$ cat config.mk
export PLATFORM = sky130hd
export DESIGN_NAME = fsr_flash_status
export DESIGN_NICKNAME = d
export VERILOG_FILES = /design/src/rtl/fsr_pkg.sv /design/src/rtl/fsr_cmd_seq.sv /design/src/rtl/fsr_op_timer.sv /design/src/rtl/fsr_status_bits.sv /design/src/rtl/fsr_flash_status.sv
export SDC_FILE = /design/constraint.sdc
export NUM_CORES = 1
export LEC_CHECK = 0
export ABC_AREA = 1
export BUFFER_PORTS_ARGS = -buffer_cell sky130_fd_sc_hd__buf_4
export CORE_AREA = 2 2 179 181
export DETAILED_ROUTE_END_ITERATION = 7
export DIE_AREA = 0 0 181 183
export PLACE_DENSITY_LB_ADDON = 0.3
export SLEW_MARGIN = 20
export SYNTH_ARGS = -nofsm -noshare
export SYNTH_HDL_FRONTEND = slang
export SYNTH_HIERARCHICAL = 1
export SYNTH_SLANG_ARGS = --single-unit
export TNS_END_PERCENT = 20
$ cat constraint.sdc
create_clock -name clk -period 2.4 [get_ports clk]
set_input_delay 0.24 -clock clk [delete_from_list [all_inputs] [get_ports clk]]
set_output_delay 0.24 -clock clk [all_outputs]
set_load 0.02 [all_outputs]
$ cat src/rtl/fsr_pkg.sv
package fsr_pkg;

  localparam logic [15:0] UNLOCK_ADDR_A = 16'h5555;
  localparam logic [15:0] UNLOCK_ADDR_B = 16'h2AAA;
  localparam logic [7:0]  KEY_FIRST     = 8'hAA;
  localparam logic [7:0]  KEY_SECOND    = 8'h55;
  localparam logic [7:0]  OPC_PROGRAM   = 8'hA0;
  localparam logic [7:0]  OPC_ERASE_SET = 8'h80;
  localparam logic [7:0]  OPC_CHIP_ALL  = 8'h10;

  typedef enum logic [2:0] {
    CS_IDLE, CS_KEY1, CS_KEY2, CS_PROG_TGT, CS_ERS3, CS_ERS4, CS_ERS5
  } cmd_state_e;

  // Does one bus write carry the expected address/data pair.
  function automatic logic step_hit(input logic [15:0] a, input logic [7:0] d,
                                    input logic [15:0] ea, input logic [7:0] ed);
    return (a == ea) && (d == ed);
  endfunction

  // Status pair {bit7, bit6} while the operation is running.
  function automatic logic [1:0] running_pair(input logic is_erase, input logic true7,
                                              input logic tog);
    return {(is_erase ? 1'b0 : ~true7), tog};
  endfunction

  // Status pair {bit7, bit6} during the settling window.
  function automatic logic [1:0] settling_pair(input logic is_erase, input logic true7);
    return {(is_erase ? 1'b1 : true7), 1'b0};
  endfunction

endpackage

$ cat src/rtl/fsr_cmd_seq.sv
module fsr_cmd_seq
  import fsr_pkg::*;
#(
  parameter int ADDR_W = 16,
  parameter int DATA_W = 8
) (
  input  logic              clk,
  input  logic              rst_n,
  input  logic              wr_en,
  input  logic              accept,
  input  logic [ADDR_W-1:0] addr,
  input  logic [DATA_W-1:0] wdata,
  output logic              start_prog,
  output logic              start_erase
);

  cmd_state_e state_q, state_d;
  logic       wr_ok;
  logic [15:0] a16;
  logic [7:0]  d8;

  assign wr_ok = wr_en && accept;
  assign a16   = addr[15:0];
  assign d8    = wdata[7:0];

  always_comb begin
    state_d     = state_q;
    start_prog  = 1'b0;
    start_erase = 1'b0;
    if (wr_ok) begin
      state_d = CS_IDLE;
      unique case (state_q)
        CS_IDLE:     if (step_hit(a16, d8, UNLOCK_ADDR_A, KEY_FIRST))  state_d = CS_KEY1;
        CS_KEY1:     if (step_hit(a16, d8, UNLOCK_ADDR_B, KEY_SECOND)) state_d = CS_KEY2;
        CS_KEY2: begin
          if (step_hit(a16, d8, UNLOCK_ADDR_A, OPC_PROGRAM))   state_d = CS_PROG_TGT;
          if (step_hit(a16, d8, UNLOCK_ADDR_A, OPC_ERASE_SET)) state_d = CS_ERS3;
        end
        CS_PROG_TGT: start_prog = 1'b1;
        CS_ERS3:     if (step_hit(a16, d8, UNLOCK_ADDR_A, KEY_FIRST))  state_d = CS_ERS4;
        CS_ERS4:     if (step_hit(a16, d8, UNLOCK_ADDR_B, KEY_SECOND)) state_d = CS_ERS5;
        CS_ERS5:     start_erase = step_hit(a16, d8, UNLOCK_ADDR_A, OPC_CHIP_ALL);
        default:     state_d = CS_IDLE;
      endcase
    end
  end

  always_ff @(posedge clk or negedge rst_n) begin
    if (!rst_n) state_q <= CS_IDLE;
    else        state_q <= state_d;
  end

endmodule

$ cat src/rtl/fsr_op_timer.sv
module fsr_op_timer #(
  parameter int BUSY_CYCLES   = 12,
  parameter int SETTLE_CYCLES = 4
) (
  input  logic clk,
  input  logic rst_n,
  input  logic start,
  output logic busy,
  output logic settling,
  output logic done
);

  localparam int BW = $clog2(BUSY_CYCLES + 1);
  localparam int SW = $clog2(SETTLE_CYCLES + 2);
  localparam logic [BW-1:0] BUSY_LOAD   = BW'(BUSY_CYCLES);
  localparam logic [SW-1:0] SETTLE_LOAD = SW'(SETTLE_CYCLES);

  logic [BW-1:0] busy_cnt;
  logic [SW-1:0] settle_cnt;

  assign busy     = (busy_cnt != '0);
  assign settling = (settle_cnt != '0);
  assign done     = (busy_cnt == BW'(1));

  always_ff @(posedge clk or negedge rst_n) begin
    if (!rst_n) begin
      busy_cnt   <= '0;
      settle_cnt <= '0;
    end else begin
      if (start)     busy_cnt <= BUSY_LOAD;
      else if (busy) busy_cnt <= busy_cnt - BW'(1);
      if (done)          settle_cnt <= SETTLE_LOAD;
      else if (settling) settle_cnt <= settle_cnt - SW'(1);
    end
  end

endmodule

$ cat src/rtl/fsr_status_bits.sv
module fsr_status_bits
  import fsr_pkg::*;
(
  input  logic       clk,
  input  logic       rst_n,
  input  logic       start,
  input  logic       start_is_erase,
  input  logic       start_true7,
  input  logic       rd_en,
  input  logic       busy,
  output logic       op_erase,
  output logic [1:0] run_pair,
  output logic [1:0] settle_pair
);

  logic true7_q;
  logic tog_q;

  assign run_pair    = running_pair(op_erase, true7_q, tog_q);
  assign settle_pair = settling_pair(op_erase, true7_q);

  always_ff @(posedge clk or negedge rst_n) begin
    if (!rst_n) begin
      op_erase <= 1'b0;
      true7_q  <= 1'b0;
      tog_q    <= 1'b0;
    end else if (start) begin
      op_erase <= start_is_erase;
      true7_q  <= start_true7;
      tog_q    <= 1'b0;
    end else if (rd_en && busy) begin
      tog_q <= ~tog_q;
    end
  end

endmodule

$ cat src/rtl/fsr_flash_status.sv
module fsr_flash_status
  import fsr_pkg::*;
#(
  parameter int ADDR_W        = 16,
  parameter int DATA_W        = 8,
  parameter int MEM_AW        = 4,
  parameter int BUSY_CYCLES   = 12,
  parameter int SETTLE_CYCLES = 4
) (
  input  logic              clk,
  input  logic              rst_n,
  input  logic              wr_en,
  input  logic              rd_en,
  input  logic [ADDR_W-1:0] addr,
  input  logic [DATA_W-1:0] wdata,
  output logic [DATA_W-1:0] rd_data,
  output logic              busy
);

  localparam int DEPTH = 1 << MEM_AW;

  logic              start_prog, start_erase, start_any;
  logic              settling, done, locked, op_erase;
  logic [1:0]        run_pair, settle_pair;
  logic [MEM_AW-1:0] tgt_idx;
  logic [DATA_W-1:0] tgt_data;
  logic [DATA_W-1:0] mem [DEPTH];

  assign start_any = start_prog || start_erase;
  assign locked    = busy || settling;

  fsr_cmd_seq #(.ADDR_W(ADDR_W), .DATA_W(DATA_W)) u_seq (
    .clk(clk), .rst_n(rst_n), .wr_en(wr_en), .accept(!locked),
    .addr(addr), .wdata(wdata),
    .start_prog(start_prog), .start_erase(start_erase)
  );

  fsr_op_timer #(.BUSY_CYCLES(BUSY_CYCLES), .SETTLE_CYCLES(SETTLE_CYCLES)) u_tmr (
    .clk(clk), .rst_n(rst_n), .start(start_any),
    .busy(busy), .settling(settling), .done(done)
  );

  fsr_status_bits u_stat (
    .clk(clk), .rst_n(rst_n), .start(start_any),
    .start_is_erase(start_erase), .start_true7(wdata[7]),
    .rd_en(rd_en), .busy(busy), .op_erase(op_erase),
    .run_pair(run_pair), .settle_pair(settle_pair)
  );

  always_ff @(posedge clk or negedge rst_n) begin
    if (!rst_n) begin
      tgt_idx  <= '0;
      tgt_data <= '0;
    end else if (start_prog) begin
      tgt_idx  <= addr[MEM_AW-1:0];
      tgt_data <= wdata;
    end
  end

  for (genvar gi = 0; gi < DEPTH; gi++) begin : g_cell
    always_ff @(posedge clk or negedge rst_n) begin
      if (!rst_n) mem[gi] <= '1;
      else if (done && op_erase) mem[gi] <= '1;
      else if (done && tgt_idx == MEM_AW'(gi)) mem[gi] <= tgt_data;
    end
  end

  always_ff @(posedge clk or negedge rst_n) begin
    if (!rst_n) rd_data <= '0;
    else if (rd_en) begin
      if (busy)          rd_data <= {run_pair, {(DATA_W-2){1'b0}}};
      else if (settling) rd_data <= {settle_pair, {(DATA_W-2){1'b0}}};
      else               rd_data <= mem[addr[MEM_AW-1:0]];
    end
  end

endmodule

After elaboration in Yosys (flattened, before gate mapping)

Cells that the tools add are included.

$add $sub $neg: 2
Magnitude comparators: 1
Equality and inequality tests: 29
Mux-type cells: 56
Bitwise logic cells: 3
Reductions and logical operators: 50

Operators by type and width:

| operator               | count |
|---|---|
| $mux W8                | 36 |
| $reduce_bool A2 Y1     | 19 |
| $bmux W8 S4            | 1 |
| $eq A4 B4 Y1 const B   | 8 |
| $eq A8 B8 Y1 const B   | 3 |
| $logic_and A1 B1 Y1    | 24 |
| $eq A16 B14 Y1 const B | 1 |
| $eq A16 B15 Y1 const B | 1 |
| $eq A4 B3 Y1 const B   | 4 |
| $mux W3                | 5 |
| $pmux W3 S5            | 1 |
| $eq A3 B3 Y1 const B   | 3 |
| $mux W1                | 9 |
| $eq A4 B1 Y1 const B   | 2 |
| $eq A4 B2 Y1 const B   | 2 |
| $eq A8 B5 Y1 const B   | 1 |
| $eq A8 B7 Y1 const B   | 1 |
| $mux W4                | 2 |
| $eq A3 B2 Y1 const B   | 2 |
| $ge A5 B5 Y1 const B   | 1 |
| $not A4 Y5             | 1 |
| $logic_not A4 Y1       | 1 |
| $mux W2                | 2 |
| $reduce_bool A4 Y1     | 1 |
| 8 further kinds        | 10 |

Flip-flop bits (word level): 161
Output and inout bits: 9

Depth between registers and ports, before layout

Depth after elaboration: 7
Depth in mapped cells: 13

By module

Netlist, hierarchy kept.

Modules (own cells, without submodules):

| module           | times used | cells an instance | area an instance (sq um) |
|---|---|---|---|
| fsr_flash_status | 1          | 863               | 7500.9 |
| fsr_cmd_seq      | 1          | 113               | 530.5 |
| fsr_op_timer     | 1          | 55                | 442.9 |
| fsr_status_bits  | 1          | 21                | 151.4 |

Worst setup path after synthesis

OpenSTA, ideal clock, no wires.

Path type: register to register
Start: register u_tmr.busy_cnt[0]
End: register u_tmr.busy_cnt[0]
Setup time: 117 ps
Arrival time: 2099 ps
Required time: 2283 ps
Path slack: 184 ps
Cell stages (with the launch flop): 12
Clock period less this slack: 2216 ps
Cells stage by stage: dfrtp_1 > inv_1 > ha_1 > nand2_4 > nor2_1 > nand2_2 > nor3_1 > clkbuf_1 > or2_2 > inv_1 > nand4_1 > nand2_1

Word-level cells in the longest chain between the ends: 7

Ends and longest elaborated chain:

| item                                          | RTL line               | RTL |
|---|---|---|
| start: declaration                            | fsr_op_timer.sv:18     | `logic [BW-1:0] busy_cnt;` |
| start signal: assignment                      | fsr_op_timer.sv:31     | `else if (busy) busy_cnt <= busy_cnt - BW'(1);` |
| $reduce_bool A4 Y1 (*)                        | fsr_op_timer.sv:21     | `assign busy = (busy_cnt != '0);` |
| net busy                                      | fsr_flash_status.sv:17 | `output logic busy` |
| $logic_or A1 B1 Y1 (*)                        | fsr_flash_status.sv:30 | `assign locked = busy \|\| settling;` |
| $logic_not A1 Y1 (*)                          | fsr_flash_status.sv:33 | `.clk(clk), .rst_n(rst_n), .wr_en(wr_en), .accept(!locked),` |
| $logic_and A1 B1 Y1 (*)                       | fsr_cmd_seq.sv:22      | `assign wr_ok = wr_en && accept;` |
| $mux W1 (*)                                   | fsr_cmd_seq.sv:30      | `if (wr_ok) begin` |
| net start_prog                                | fsr_flash_status.sv:22 | `logic start_prog, start_erase, start_any;` |
| $logic_or A1 B1 Y1 (*)                        | fsr_flash_status.sv:29 | `assign start_any = start_prog \|\| start_erase;` |
| net start_any                                 | fsr_flash_status.sv:22 |  |
| $mux W4 or $reduce_bool A2 Y1 (tied branches) | --                     |  |

The timed path passes the listed nets; every way through them passes the cells marked *. The select of a mux whose other input is x is not followed.
A chain may end at the register's enable or synchronous reset.

Worst setup path after layout

Start: register u_tmr.busy_cnt[0]
End: register u_tmr.busy_cnt[1]

Word-level cells in the longest chain between the ends: 7

Ends and longest elaborated chain:

| item                                          | RTL line |
|---|---|
| $reduce_bool A4 Y1 (*)                        | fsr_op_timer.sv:21 |
| $logic_or A1 B1 Y1 (*)                        | fsr_flash_status.sv:30 |
| $logic_not A1 Y1 (*)                          | fsr_flash_status.sv:33 |
| $logic_and A1 B1 Y1 (*)                       | fsr_cmd_seq.sv:22 |
| $mux W1 (*)                                   | fsr_cmd_seq.sv:30 |
| net start_erase                               | fsr_flash_status.sv:22 |
| $logic_or A1 B1 Y1 (*)                        | fsr_flash_status.sv:29 |
| net start_any                                 | fsr_flash_status.sv:22 |
| $mux W4 or $reduce_bool A2 Y1 (tied branches) | -- |

Marked as above.

==> impl_results.md <==
* WP depth at 12
* Routed Antenna Nets at 0
* Die width at 181 µm
* Slew @ Worst Pin at 755 ps
* Max cap viols at 0
* Crit Path Max Fanout at 8
* Htree depth at 4
* Worst Hold End: u_stat/true7_q$_DFFE_PN0P_
* Slew HR at 0.496
* Longest Clk Path Bufs at 2
* CP peak stage delay at 420 ps
* DRT Pass-1 Iters at 6
* Mux cell area share after synthesis at 0.00899
* Finished Layout Cells at 1497
* Top cells by count, synth: 273 x nand2_1, 133 x inv_1, 128 x dfstp_2
* Peak Freq at 455 MHz
* Crit path from: u_tmr/busy_cnt[0]$_DFFE_PN0P_
* Layout Skew at 6.71 ps
* Ranking of synthesized cells by area: dfstp_2 39%, nand2_1 12%, dfrtp_1 9.6%
* Layout Utilization at 0.314
* Status: finished, final reports clean
* Crit Reg-Reg Startpoint: u_tmr/busy_cnt[0]$_DFFE_PN0P_
* Setup TNS at 0 ps
* Ys async rst share at 1.00
* Largest family of logic cells by synthesized area: simple AND/OR/NAND/NOR gates
* Worst skew pair latency at 430 ps
* I/O Pins at 37
* Setup ws final at 202 ps
* Die height at 183 µm
* Total vias in the final route at 6734
* WL/cell at 15.1 µm
* Yosys warns at 6
* Hold Crit Depth at 3
* Tcrit/Tclk final at 0.916
* Rows at 65
* Synth Register Bits at 161
* Fill count at 3368
* Compound-Gate Fraction of Synth Area at 0.134
* WS Path Type: reg -> reg
* Number of synthesized flops with an enable pin at 0
* Area share of the largest cell type after synthesis at 0.390
* Main flop type after synthesis: dfstp_2
* Yosys cell types at 40
* Adder-cell share of the synthesized area at 0.00725
* Slew Viols, Final at 0
* CP startpoint kind: flip-flop
* Placed instance area at 9220 µm²
* Syn Std Cell Area at 8630 µm²
* WP buf/inv at 3
* Sequential-to-total area share from yosys stat at 0.486
* Vias in the first global route at 6407
* Via/cell ratio at 4.50
* CP Cell Sequence: inv_2 > ha_4 > nand2_4 > nor2_4 > nand2_2 > inv_1 > nand4_1 > nor4_2 > or2_4 > inv_1 > nand4_1 > nand2_1
* Total Nets Final at 1117
* Core ar. at 31200 µm²
* Dpl cells at 1464
* Antenna violations before repair at 0
* Residual overflow from global routing at 0
* Starting DRT DRC Count at 447
* Reg clk slew, reported paths at 60 ps
* Leak Pwr at 0.00416 µW
* R2R Path End: u_tmr/busy_cnt[1]$_DFFE_PN0P_
* R2r worst-path depth at 12
* CP max stage cell: dfrtp_1
* Post-synthesis xor/xnor area fraction at 0
* Post-Synth Simple-Gate Area at 0.248
* Pin count of the biggest net entering global routing at 71
* GPL Wtd Cong at 0.810
* # port buffers at 36
* CP top delay family: simple AND/OR/NAND/NOR gates
* Worst min path class: in -> reg
* CTS tree: done
* Fin crit period at 2200 ps
* GRT Util Overall at 0.143
* Initial Util at 0.276
* WP data arrival at 2510 ps
* Largest area contributor in the netlist: dfstp_2
* Syn nets at 1085
* Number of diodes at 0
* Clock sinks at 161
* Total Wirelength at 22.6 mm
* Share of cells above drive strength 1 at 0.258
* Post-route design area at 9820 µm²
* Final hold vios at 0
* Die footprint at 33100 µm²
* Maximum VDD drop at 0.355 mV
* Flop-to-flop setup slack at 200 ps
* Top-count cell post-synth: nand2_1
* Number of buffers created by CTS at 17
* Pre-CTS setup slack at 42.4 ps
* Root Buffer: clkbuf_16
* Min-delay src: wdata[7]
* RSZ-0062 raised after global routing: false
* Drc violations at 0
* Syn_area_per_cell at 8.20 µm²
* Setup crit end kind: flip-flop
* # setup viols final at 0
* First-pass GRT wire length at 36.4 mm
* CP required at 2720 ps
* HPWL after DPL at 15.4 mm
* Cells after synthesis at 1052
* P&R area growth vs syn at 13.8%
* Pwr dens at 586 nW/µm²
per-layer routing:
metal	wire length (µm)	global-route usage	up-vias
met5	0	0	-
met4	464	0.0442	0
met3	992	0.0240	34
met2	10400	0.228	147
met1	10800	0.199	3141
li1	-	-	3412
logic make-up (layout without fill, tap and decap cells):
family	count (synthesis)	in the layout
AOI/OAI and AO/OA	199	199
adders and majority gates	5	5
buffers and inverters	198	241
DFF	161	161
muxes	7	7
other	1	1
and+or+nand+nor	481	481
stage by stage:
step	total power, µW	hold WS (ps)
after detailed placement	3230	324
final	5760	65.1
after CTS	5830	56.3
after global placement	3230	324
after floorplan	3020	-55.6
after global routing	5970	65.0
timing repair:
item / in CTS / in global routing
endpoints found under the hold margin: 22 / 0
gates resized for setup: 0 / 8
endpoints found under the setup margin: 0 / 7
buffers inserted: 0 / 2
hold buffers: 1 / 0
report_power, final:
part           internal [µW]  switching (µW)
sequential              2740            13.6
combinational            144             287
clock                   1490            1070
total                   4380            1370
worst register-to-register path: cells and delay by family (launching register included):
family	cells	cell delay, ps
adder cells (fa/ha/maj)	1	180
AND/OR/NAND/NOR	8	1200
flip-flops	1	420
buffers and inverters	3	310
cell usage in the layout, fill, tap and decap left out, drive strengths merged, types with 2 or more instances in the layout:
| cell type | netlist | final |
|---|---|---|
| nand3 | 86 | 86 |
| nor3 | 5 | 5 |
| nor2 | 89 | 89 |
| dfrtp | 33 | 33 |
| inv | 140 | 140 |
| dfstp | 128 | 128 |
| clkinv | 8 | 13 |
| o21ai | 110 | 110 |
| nand4 | 3 | 3 |
| ha | 5 | 5 |
| mux2 | 6 | 6 |
| or2 | 2 | 2 |
| nor4 | 2 | 2 |
| buf | 43 | 62 |
| o211ai | 36 | 36 |
| a21oi | 45 | 45 |
| clkbuf | 7 | 24 |
| a31oi | 7 | 7 |
| nand2 | 293 | 293 |
registers in the layout, summed over array words and instances, names as in the netlist:
register,count
tgt_idx,4
u_seq/state_q,3
u_stat/tog_q,1
tgt_data,8
u_stat/op_erase,1
mem,128
u_tmr/settle_cnt,3
u_tmr/busy_cnt,4
u_stat/true7_q,1
rd_data,8
worst max-delay path by stage:
stage                                    end
2_1_floorplan  u_tmr/busy_cnt[0]$_DFFE_PN0P_
3_3_place_gp   u_tmr/busy_cnt[0]$_DFFE_PN0P_
3_5_place_dp   u_tmr/busy_cnt[0]$_DFFE_PN0P_
4_1_cts        u_tmr/busy_cnt[0]$_DFFE_PN0P_
5_1_grt        u_tmr/busy_cnt[1]$_DFFE_PN0P_
6_report       u_tmr/busy_cnt[1]$_DFFE_PN0P_
final cells by class:
| cell class | instances | area (µm²) | share of cell area |
|---|---|---|---|
| sequential | 161 | 4190 | 0.427 |
| multi-input combinational | 693 | 3480 | 0.354 |
| inverter | 148 | 566 | 0.0576 |
| timing repair buffer | 63 | 542 | 0.0552 |
| tap | 402 | 503 | 0.0512 |
| clock buffer | 24 | 482 | 0.0491 |
| clock inverter | 6 | 58.8 | 0.00599 |
Power figures use the tool's default switching activity.
